## src/rtl/arb_pkg.sv

```systemverilog
package arb_pkg;

   localparam int unsigned MAX_PRIO_W = 8;

   typedef enum logic [1:0] {
      POL_DYNAMIC = 2'b00,
      POL_DMA_HI  = 2'b01,
      POL_EQUAL   = 2'b10,
      POL_DMA_LO  = 2'b11
   } bus_policy_e;

   typedef enum logic [1:0] {
      RANK_BELOW = 2'd0,
      RANK_SAME  = 2'd1,
      RANK_ABOVE = 2'd2
   } dma_rank_e;

   function automatic dma_rank_e rank_vs_core(bus_policy_e pol,
                                              logic [MAX_PRIO_W-1:0] dma_p,
                                              logic [MAX_PRIO_W-1:0] core_p);
      dma_rank_e r;
      unique case (pol)
         POL_DMA_HI: r = RANK_ABOVE;
         POL_EQUAL:  r = RANK_SAME;
         POL_DMA_LO: r = RANK_BELOW;
         default: begin
            if (dma_p > core_p)       r = RANK_ABOVE;
            else if (dma_p == core_p) r = RANK_SAME;
            else                      r = RANK_BELOW;
         end
      endcase
      return r;
   endfunction

endpackage

```

## src/rtl/arb_chan_pick.sv

```systemverilog
module arb_chan_pick #(
   parameter int unsigned N_CH   = 6,
   parameter int unsigned PRIO_W = 2,
   localparam int unsigned IDX_W = (N_CH > 1) ? $clog2(N_CH) : 1
) (
   input  logic [N_CH-1:0]   req,
   input  logic [PRIO_W-1:0] prio [N_CH],
   output logic              any,
   output logic [IDX_W-1:0]  idx,
   output logic [PRIO_W-1:0] top_prio
);

   generate
      if (N_CH == 1) begin : g_single
         assign any      = req[0];
         assign idx      = '0;
         assign top_prio = req[0] ? prio[0] : '0;
      end else begin : g_scan
         // Scan from the top index down; ">=" lets a lower index take a tie.
         always_comb begin
            any      = 1'b0;
            idx      = '0;
            top_prio = '0;
            for (int i = N_CH - 1; i >= 0; i--) begin
               if (req[i] && (!any || prio[i] >= top_prio)) begin
                  any      = 1'b1;
                  idx      = IDX_W'(i);
                  top_prio = prio[i];
               end
            end
         end
      end
   endgenerate

endmodule

```

## src/rtl/arb_xfer_track.sv

```systemverilog
module arb_xfer_track #(
   parameter int unsigned N_CH = 6,
   localparam int unsigned IDX_W = (N_CH > 1) ? $clog2(N_CH) : 1
) (
   input  logic             clk,
   input  logic             rst_n,
   input  logic             dma_win,
   input  logic [IDX_W-1:0] win_idx,
   input  logic             win_above,
   input  logic [N_CH-1:0]  dma_req,
   input  logic [N_CH-1:0]  dma_cont,
   output logic             mid_q,
   output logic [IDX_W-1:0] act_q,
   output logic             lock_v_q,
   output logic [IDX_W-1:0] lock_idx_q,
   output logic             hold_q
);

   logic lock_keep;

   assign lock_keep = dma_req[lock_idx_q] && dma_cont[lock_idx_q];

   always_ff @(posedge clk or negedge rst_n) begin
      if (!rst_n) begin
         mid_q      <= 1'b0;
         act_q      <= '0;
         lock_v_q   <= 1'b0;
         lock_idx_q <= '0;
         hold_q     <= 1'b0;
      end else begin
         hold_q <= dma_win && dma_cont[win_idx] && win_above;
         if (dma_win) begin
            if (mid_q) begin
               // Destination access done: transfer ends here.
               mid_q      <= 1'b0;
               lock_v_q   <= dma_cont[win_idx];
               lock_idx_q <= win_idx;
            end else begin
               // Source access done: destination now pending.
               mid_q <= 1'b1;
               act_q <= win_idx;
               if (win_idx != lock_idx_q) lock_v_q <= 1'b0;
            end
         end else if (lock_v_q && !lock_keep) begin
            lock_v_q <= 1'b0;
         end
      end
   end

endmodule

```

## src/rtl/arb_decide.sv

```systemverilog
module arb_decide
   import arb_pkg::*;
#(
   parameter int unsigned N_CH   = 6,
   parameter int unsigned PRIO_W = 2,
   localparam int unsigned IDX_W = (N_CH > 1) ? $clog2(N_CH) : 1
) (
   input  logic [1:0]        bus_mode,
   input  logic [PRIO_W-1:0] core_prio,
   input  logic              core_req,
   input  logic              ref_req,
   input  logic [N_CH-1:0]   dma_req,
   input  logic [N_CH-1:0]   dma_cont,
   input  logic [PRIO_W-1:0] prio [N_CH],
   input  logic              pick_any,
   input  logic [IDX_W-1:0]  pick_idx,
   input  logic [PRIO_W-1:0] pick_prio,
   input  logic              mid_q,
   input  logic [IDX_W-1:0]  act_q,
   input  logic              lock_v_q,
   input  logic [IDX_W-1:0]  lock_idx_q,
   input  logic              hold_q,
   output logic              nxt_core,
   output logic              nxt_ref,
   output logic [N_CH-1:0]   nxt_dma,
   output logic              dma_win,
   output logic [IDX_W-1:0]  win_idx,
   output logic              win_above
);

   logic              lock_ok;
   logic              cand_v;
   logic [IDX_W-1:0]  cand_idx;
   logic [PRIO_W-1:0] eff_prio;
   dma_rank_e         rank;
   logic              dma_go;

   assign lock_ok = lock_v_q && dma_req[lock_idx_q] && dma_cont[lock_idx_q]
                    && !(pick_prio > prio[lock_idx_q]);

   always_comb begin
      if (mid_q) begin
         cand_v   = 1'b1;
         cand_idx = act_q;
         // A halted channel inherits the highest competing priority.
         eff_prio = (pick_any && pick_prio > prio[act_q]) ? pick_prio : prio[act_q];
      end else if (lock_ok) begin
         cand_v   = 1'b1;
         cand_idx = lock_idx_q;
         eff_prio = prio[lock_idx_q];
      end else begin
         cand_v   = pick_any;
         cand_idx = pick_idx;
         eff_prio = pick_prio;
      end
   end

   assign rank = rank_vs_core(bus_policy_e'(bus_mode),
                              MAX_PRIO_W'(eff_prio), MAX_PRIO_W'(core_prio));

   always_comb begin
      unique case (rank)
         RANK_ABOVE: dma_go = cand_v;
         RANK_SAME:  dma_go = cand_v && (mid_q || !core_req);
         default:    dma_go = cand_v && !core_req;
      endcase
   end

   always_comb begin
      nxt_core  = 1'b0;
      nxt_ref   = 1'b0;
      nxt_dma   = '0;
      dma_win   = 1'b0;
      win_idx   = cand_idx;
      win_above = (rank == RANK_ABOVE);
      if (ref_req) begin
         nxt_ref = 1'b1;
      end else if (dma_go) begin
         dma_win           = 1'b1;
         nxt_dma[cand_idx] = 1'b1;
      end else if (core_req && !hold_q) begin
         nxt_core = 1'b1;
      end
   end

endmodule

```

## src/rtl/bus_arbiter.sv

```systemverilog
module bus_arbiter #(
   parameter int unsigned N_CH   = 6,
   parameter int unsigned PRIO_W = 2
) (
   input  logic                     clk,
   input  logic                     rst_n,
   input  logic [1:0]               bus_mode,
   input  logic [PRIO_W-1:0]        core_prio,
   input  logic                     core_req,
   input  logic                     ref_req,
   input  logic [N_CH-1:0]          dma_req,
   input  logic [N_CH-1:0]          dma_cont,
   input  logic [N_CH*PRIO_W-1:0]   chan_prio,
   output logic                     gnt_core,
   output logic                     gnt_ref,
   output logic [N_CH-1:0]          gnt_dma
);

   localparam int unsigned IDX_W = (N_CH > 1) ? $clog2(N_CH) : 1;

   generate
      if (N_CH < 1 || N_CH > 32) begin : g_bad_nch
         $error("bus_arbiter: N_CH must lie in 1..32");
      end
      if (PRIO_W < 1 || PRIO_W > arb_pkg::MAX_PRIO_W) begin : g_bad_pw
         $error("bus_arbiter: PRIO_W must lie in 1..8");
      end
   endgenerate

   logic [PRIO_W-1:0] prio_a [N_CH];

   generate
      for (genvar g = 0; g < N_CH; g++) begin : g_unpack
         assign prio_a[g] = chan_prio[g*PRIO_W +: PRIO_W];
      end
   endgenerate

   logic              pick_any;
   logic [IDX_W-1:0]  pick_idx;
   logic [PRIO_W-1:0] pick_prio;
   logic              mid_q;
   logic [IDX_W-1:0]  act_q;
   logic              lock_v_q;
   logic [IDX_W-1:0]  lock_idx_q;
   logic              hold_q;
   logic              nxt_core;
   logic              nxt_ref;
   logic [N_CH-1:0]   nxt_dma;
   logic              dma_win;
   logic [IDX_W-1:0]  win_idx;
   logic              win_above;

   arb_chan_pick #(.N_CH(N_CH), .PRIO_W(PRIO_W)) i_pick (
      .req      (dma_req),
      .prio     (prio_a),
      .any      (pick_any),
      .idx      (pick_idx),
      .top_prio (pick_prio)
   );

   arb_decide #(.N_CH(N_CH), .PRIO_W(PRIO_W)) i_decide (
      .bus_mode   (bus_mode),
      .core_prio  (core_prio),
      .core_req   (core_req),
      .ref_req    (ref_req),
      .dma_req    (dma_req),
      .dma_cont   (dma_cont),
      .prio       (prio_a),
      .pick_any   (pick_any),
      .pick_idx   (pick_idx),
      .pick_prio  (pick_prio),
      .mid_q      (mid_q),
      .act_q      (act_q),
      .lock_v_q   (lock_v_q),
      .lock_idx_q (lock_idx_q),
      .hold_q     (hold_q),
      .nxt_core   (nxt_core),
      .nxt_ref    (nxt_ref),
      .nxt_dma    (nxt_dma),
      .dma_win    (dma_win),
      .win_idx    (win_idx),
      .win_above  (win_above)
   );

   arb_xfer_track #(.N_CH(N_CH)) i_track (
      .clk        (clk),
      .rst_n      (rst_n),
      .dma_win    (dma_win),
      .win_idx    (win_idx),
      .win_above  (win_above),
      .dma_req    (dma_req),
      .dma_cont   (dma_cont),
      .mid_q      (mid_q),
      .act_q      (act_q),
      .lock_v_q   (lock_v_q),
      .lock_idx_q (lock_idx_q),
      .hold_q     (hold_q)
   );

   always_ff @(posedge clk or negedge rst_n) begin
      if (!rst_n) begin
         gnt_core <= 1'b0;
         gnt_ref  <= 1'b0;
         gnt_dma  <= '0;
      end else begin
         gnt_core <= nxt_core;
         gnt_ref  <= nxt_ref;
         gnt_dma  <= nxt_dma;
      end
   end

endmodule

```

## config.mk

```make
export PLATFORM = sky130hd
export DESIGN_NAME = bus_arbiter
export DESIGN_NICKNAME = d
export VERILOG_FILES = /design/src/rtl/arb_pkg.sv /design/src/rtl/arb_chan_pick.sv /design/src/rtl/arb_xfer_track.sv /design/src/rtl/arb_decide.sv /design/src/rtl/bus_arbiter.sv
export SDC_FILE = /design/constraint.sdc
export NUM_CORES = 1
export LEC_CHECK = 0
export CAP_MARGIN = 10
export CELL_PAD_IN_SITES_DETAIL_PLACEMENT = 2
export CELL_PAD_IN_SITES_GLOBAL_PLACEMENT = 2
export CORE_MARGIN = 2
export CORE_UTILIZATION = 38
export DETAILED_ROUTE_END_ITERATION = 8
export DONT_BUFFER_PORTS = 1
export PLACE_DENSITY_LB_ADDON = 0.1
export SLEW_MARGIN = 20
export SYNTH_ARGS = -nofsm -noshare
export SYNTH_HDL_FRONTEND = slang
export SYNTH_SLANG_ARGS = --single-unit
```

## constraint.sdc

```tcl
create_clock -name clk -period 5.2 [get_ports clk]
set_clock_uncertainty 0.05 [all_clocks]
set_input_delay 1.04 -clock clk [delete_from_list [all_inputs] [get_ports clk]]
set_output_delay 1.04 -clock clk [all_outputs]
set_load 0.1 [all_outputs]
```

==> out/qor.log, run 1 <==
qor: logic_synthesis.ys.flop_type sky130_fd_sc_hd__dfrtp_1
qor: logic_synthesis.synth_top_cells_by_count sky130_fd_sc_hd__dfrtp_1, sky130_fd_sc_hd__inv_1, sky130_fd_sc_hd__nor2_1
qor: logic_synthesis.ys_types 66
qor: logic_synthesis.synth.top_cells.by_area sky130_fd_sc_hd__dfrtp_1, sky130_fd_sc_hd__ha_1, sky130_fd_sc_hd__mux2_2, sky130_fd_sc_hd__mux2i_1, sky130_fd_sc_hd__mux4_2
qor: logic_synthesis.ys_seq_area_share 21.92%
qor: logic_synthesis.synth_top_cell_by_area sky130_fd_sc_hd__dfrtp_1
qor: logic_synthesis.register_bit_count_reported_by_yosys 17
qor: die.die_width 75.46 µm
qor: status.flow.first_error [ERROR DPL-0033] detailed placement checks failed during check placement.
qor: logic_synthesis.synth_cells 217
qor: clock_tree.cts_max_path_buffers 2
qor: placed_design.detailedPlace.worstSlack -4200 ps
qor: sta.grt_repair_worst_endpoint gnt_dma[4]$_DFF_PN0_/D
qor: logic_synthesis.post_synth_top_area_share 21.92%
qor: status.result_of_the_run did not finish
qor: logic_synthesis.synth_async_sr_flop_share 100.0%
qor: sta.worst_path_end_type register input
qor: placed_design.place_hpwl 5958 µm
qor: logic_synthesis.synth.yosys.warnings 0
qor: global_route.initial_antenna_violation_count 0
qor: logic_synthesis.synth_edf_count 0
qor: logic_synthesis.area_of_the_mapped_netlist 0.001941 mm²
qor: clock_tree.clock_sink_count 17
qor: status.last_stage_the_flow_got_to global routing (5_1_grt)
qor: clock_tree.htreeDepth 1
qor: placed_design.gpl.final_weighted_congestion 0.8959
qor: logic_synthesis.syn-num-nets 264
qor: die.start_util 38.74%
qor: clock_tree.clockRootBuffer sky130_fd_sc_hd__clkbuf_8
qor: die.die_height 75.46 µm
qor: die.floorplan.rows 26
qor: placed_design.io_buffer_count 0
qor: logic_synthesis.synth_area_per_cell 8.943 µm²
qor: global_route.grt_max_degree 18
qor: die.io-pin-count 40
qor: clock_tree.num_cts_buffers 3
[cell families after synthesis]
| group | after synthesis | synth area share (%) |
|---|---|---|
| flip-flops | 17 | 21.92 |
| AND/OR/NAND/NOR | 71 | 19.60 |
| XOR/XNOR | 2 | 0.9028 |
| buffers and inverters | 24 | 5.286 |
| multiplexers | 28 | 17.86 |
| adder cells (fa/ha/maj) | 16 | 10.25 |
| AO/OA/AOI/OAI | 59 | 24.18 |
[what timing repair did]
item,4_1_cts
setup endpoints to repair,16
hold buffers,0
buffers inserted,18
pin swaps,28
cloned,0
gates resized for setup,29
[stage by stage]
step / std cells / instance area (µm²) / TNS [ps] / hold WS, ps
4_1_cts: 343 / 2840 / -54850 / 368.7
2_1_floorplan: 217 / 2183 / -53620 / 334.6
3_5_place_dp: 321 / 2536 / -63700 / 350.9
3_3_place_gp: 321 / 2536 / -54540 / 344.3
==> inputs of run 2 (changes only) <==
CELL_PAD_IN_SITES_DETAIL_PLACEMENT = unset   (was 2)
CELL_PAD_IN_SITES_GLOBAL_PLACEMENT = unset   (was 2)
CORE_UTILIZATION = 25   (was 38)
PLACE_DENSITY_LB_ADDON = 0.15   (was 0.1)
==> run 2 against run 1 <==
Synthesized cell count unchanged. Area after synthesis unchanged. The flow now finishes, with violations (setup timing).
==> out/qor.log, run 2 <==
qor: status.result_of_the_run complete, but fails checks [was did not finish]
qor: status.violations setup timing
qor: logic_synthesis.synth_top_cells_by_count sky130_fd_sc_hd__dfrtp_1, sky130_fd_sc_hd__inv_1, sky130_fd_sc_hd__nor2_1 [unchanged]
qor: die.floorplan.rows 32 [was 26]
qor: layout.area.growth.synth_to_final 51.64%
qor: placed_design.gpl.final_weighted_congestion 0.8199 [was 0.8959]
qor: layout.nNetsFinal 321
qor: sta.grt_setup_unrepaired yes
qor: logic_synthesis.synth_async_sr_flop_share 100.0% [unchanged]
qor: global_route.track_usage 14.21%
qor: critical_path.worst_r2r_endpoint i_track.lock_idx_q[0]$_DFFE_PN0P_
qor: power.leakagePower 1.253 nW
qor: logic_synthesis.synth.top_cells.by_area sky130_fd_sc_hd__dfrtp_1, sky130_fd_sc_hd__ha_1, sky130_fd_sc_hd__mux2_2, sky130_fd_sc_hd__mux2i_1, sky130_fd_sc_hd__mux4_2 [unchanged]
qor: clock_tree.ctsHoldBuffers 0 [unchanged]
qor: global_route.first_global_vias 1932
qor: layout.largest_reg_flops 6
qor: clock_tree.htreeDepth 1 [unchanged]
qor: logic_synthesis.synth_edf_count 0 [unchanged]
qor: layout.antenna_cells 0
qor: drt.route.final.wire_length 5902 µm
qor: logic_synthesis.ys.flop_type sky130_fd_sc_hd__dfrtp_1 [unchanged]
qor: critical_path.slowest_stage sky130_fd_sc_hd__mux2_4
qor: sta.maxClockFrequency 118.4 MHz
qor: critical_path.critical_path_origin chan_prio[10]
qor: critical_path.critical_path.startpoint_type input pin
qor: critical_path.worst_ep_arrival_time 8520 ps
qor: clock_tree.cts_max_path_buffers 2 [unchanged]
qor: sta.finalHoldViolCount 0
qor: logic_synthesis.synth.yosys.warnings 0 [unchanged]
qor: logic_synthesis.ys_seq_area_share 21.92% [unchanged]
qor: worst_hold_path.holdCritPathClass reg2reg
qor: die.start_util 25.51% [was 38.74%]
qor: critical_path.critical-path-top-cell-by-count sky130_fd_sc_hd__ha_4
qor: die.core_area 0.007607 mm²
qor: sta.setup-violations-final 16
qor: sta.final_critical_path_required_period 8446 ps
qor: global_route.grt_remaining_overflow 0
qor: sta.timing_max_transition_violations_final 0
qor: clock_tree.num_cts_buffers 3 [unchanged]
qor: layout.fraction_of_layout_cells_with_a_size_suffix_above_1 54.21%
qor: critical_path.setup.worst_path.end_class flop
qor: worst_hold_path.worst_hold_path.num_cells 1
qor: drt.routed-via-count 1815
qor: clock_tree.clock_sink_count 17 [unchanged]
qor: global_route.grt_first_pass_wirelength 9687 µm
qor: flow_run.max-cap-violations 0
qor: layout.mostFrequentLayoutCell sky130_fd_sc_hd__buf_4
qor: placed_design.detailedPlace.worstSlack -3779 ps [was -4200 ps]
qor: sta.final_min_period_over_clock_period 162.4%
qor: critical_path.critical_path_peak_fanout 5
qor: clock_tree.clk_pin_slew_worst_paths 60 ps
qor: clock_tree.clockRootBuffer sky130_fd_sc_hd__clkbuf_8 [unchanged]
qor: sta.postLayoutSetupSlackWorst -3246 ps
qor: die.die_height 92.11 µm [was 75.46 µm]
qor: sta.relSlewSlack 42.17%
qor: placed_design.place_hpwl 4877 µm [was 5958 µm]
qor: critical_path.worstPathRequired 5280 ps
qor: drt.detail_route.drc_violations 0
qor: logic_synthesis.post_synth_top_area_share 21.92% [unchanged]
qor: layout.multiInputGateArea 0.001827 mm²
qor: logic_synthesis.synth_top_cell_by_area sky130_fd_sc_hd__dfrtp_1 [unchanged]
qor: drt.via_per_inst 4.840
qor: logic_synthesis.ys_types 66 [unchanged]
qor: clock_tree.clock_tree_from_tritoncts done
qor: clock_tree.worstSkewPairLatency 240 ps
qor: critical_path.timing_worst_setup_path_type in2reg
qor: global_route.initial_antenna_violation_count 0
qor: critical_path.cp_slowest_stage_delay 340 ps
qor: sta.worst-slew-pin-transition 868.0 ps
qor: power.power_density 524.4 mW/mm²
qor: power.vdd_ir_drop_max 156.7 µV
qor: layout.mostFrequentLayoutCells sky130_fd_sc_hd__buf_4, sky130_fd_sc_hd__dfrtp_1, sky130_fd_sc_hd__inv_1
qor: critical_path.rr_worst_depth 20
qor: die.io-pin-count 40 [unchanged]
qor: logic_synthesis.synth_area_per_cell 8.943 µm² [unchanged]
qor: drt.drt_iter0_drcs 58
qor: critical_path.setup.reg_to_reg.worst_slack 990 ps
qor: critical_path.capture_point_of_the_worst_path i_track.lock_idx_q[0]$_DFFE_PN0P_
qor: logic_synthesis.area_of_the_mapped_netlist 0.001941 mm² [unchanged]
qor: critical_path.worst_r2r_startpoint i_track.lock_idx_q[0]$_DFFE_PN0P_
qor: layout.final_cells 375
qor: placed_design.place.detailed.instances 357 [was 321]
qor: layout.regMostFlops gnt_dma
qor: die.die-area 0.008483 mm²
qor: layout.seqCellArea 425.4 µm²
qor: logic_synthesis.synth_cells 217 [unchanged]
qor: logic_synthesis.syn-num-nets 264 [unchanged]
qor: placed_design.io_buffer_count 0 [unchanged]
qor: logic_synthesis.register_bit_count_reported_by_yosys 17 [unchanged]
qor: drt.route.detailed.wl_per_inst 15.74 µm
qor: global_route.grt_max_degree 18
qor: drt.antenna_left 0
qor: drt.detail_route.first_pass.iterations 4
qor: layout.biggest_regs gnt_dma (6), i_track.act_q (3), i_track.lock_idx_q (3)
qor: worst_hold_path.hold_start i_track.hold_q$_DFF_PN0_
qor: die.die_width 92.11 µm [was 75.46 µm]
qor: layout.filler_instances 768
[run 2: logic make-up after synthesis]
logic type                 share of synthesized area [%]
adders and majority gates                          10.25
xor gates and xnor gates                          0.9028
AOI/OAI and AO/OA                                  24.18
buffers and inverters                              5.286
and+or+nand+nor                                    19.60
DFF                                                21.92
muxes                                              17.86
[run 2: cell type report]
type	instances	area share, %
Multi-Input combinational cell	176	62.07
Inverter	18	2.296
Timing Repair Buffer	58	15.31
Clock buffer	4	1.531
Tap cell	102	4.337
Sequential cell	17	14.46
[run 2: report_power, final]
group | leakage [nW] | total (mW) | internal [mW] | switching (mW)
sequential | 0.221 | 0.357 | 0.175 | 0.182
combinational | 1.01 | 1.09 | 0.598 | 0.494
clock | 0.0228 | 0.0942 | 0.0542 | 0.0400
total | 1.25 | 1.54 | 0.827 | 0.716
[run 2: worst min path at each step]
stage,end
after CTS,gnt_core$_DFF_PN0_
after floorplan,gnt_core$_DFF_PN0_
after global placement,gnt_core$_DFF_PN0_
after global routing,gnt_dma[3]$_DFF_PN0_
final,gnt_core$_DFF_PN0_
after detailed placement,gnt_core$_DFF_PN0_
[run 2: per-stage QoR]
stage / instance area (µm²) / power, mW / hold slack (ps) / setup TNS, ps / util, %
global route: 2943 / 1.668 / 416.0 / -55120 / 38.68
CTS: 2825 / 1.510 / 368.1 / -53440 / 37.14
floorplan: 2183 / 1.006 / 334.6 / -53620 / -
detailed placement: 2606 / 1.317 / 345.9 / -57540 / 34.26
global placement: 2606 / 1.307 / 339.2 / -56850 / 34.26
finish: 2943 / 1.543 / 421.9 / -50360 / 38.68
[run 2: per-layer routing]
metal / share of wire [%] / GRT usage, % / wire length [µm]
met5: 0 / 0 / 0
met1: 46 / 18.16 / 2743
met2: 49 / 25.12 / 2869
met4: 0.54 / 2.736 / 32
met3: 4.3 / 2.547 / 256
[run 2: what timing repair did]
item                                    in CTS  in global routing
endpoints found under the setup margin      16                 16
buffers inserted                            12                  5
resized for setup                           18                 22
hold endpoints to repair                     0                  0
pin swaps                                   33                 30
[run 2: worst max-delay path, delay by kind of cell]
family	cells	cell delay [ps]
AOI/OAI and AO/OA	12	2100
adders and majority gates	7	1780
buffers and inverters	2	150
muxes	6	1870
and+or+nand+nor	14	1600
Note: power is estimated with default switching activity, not from simulation.
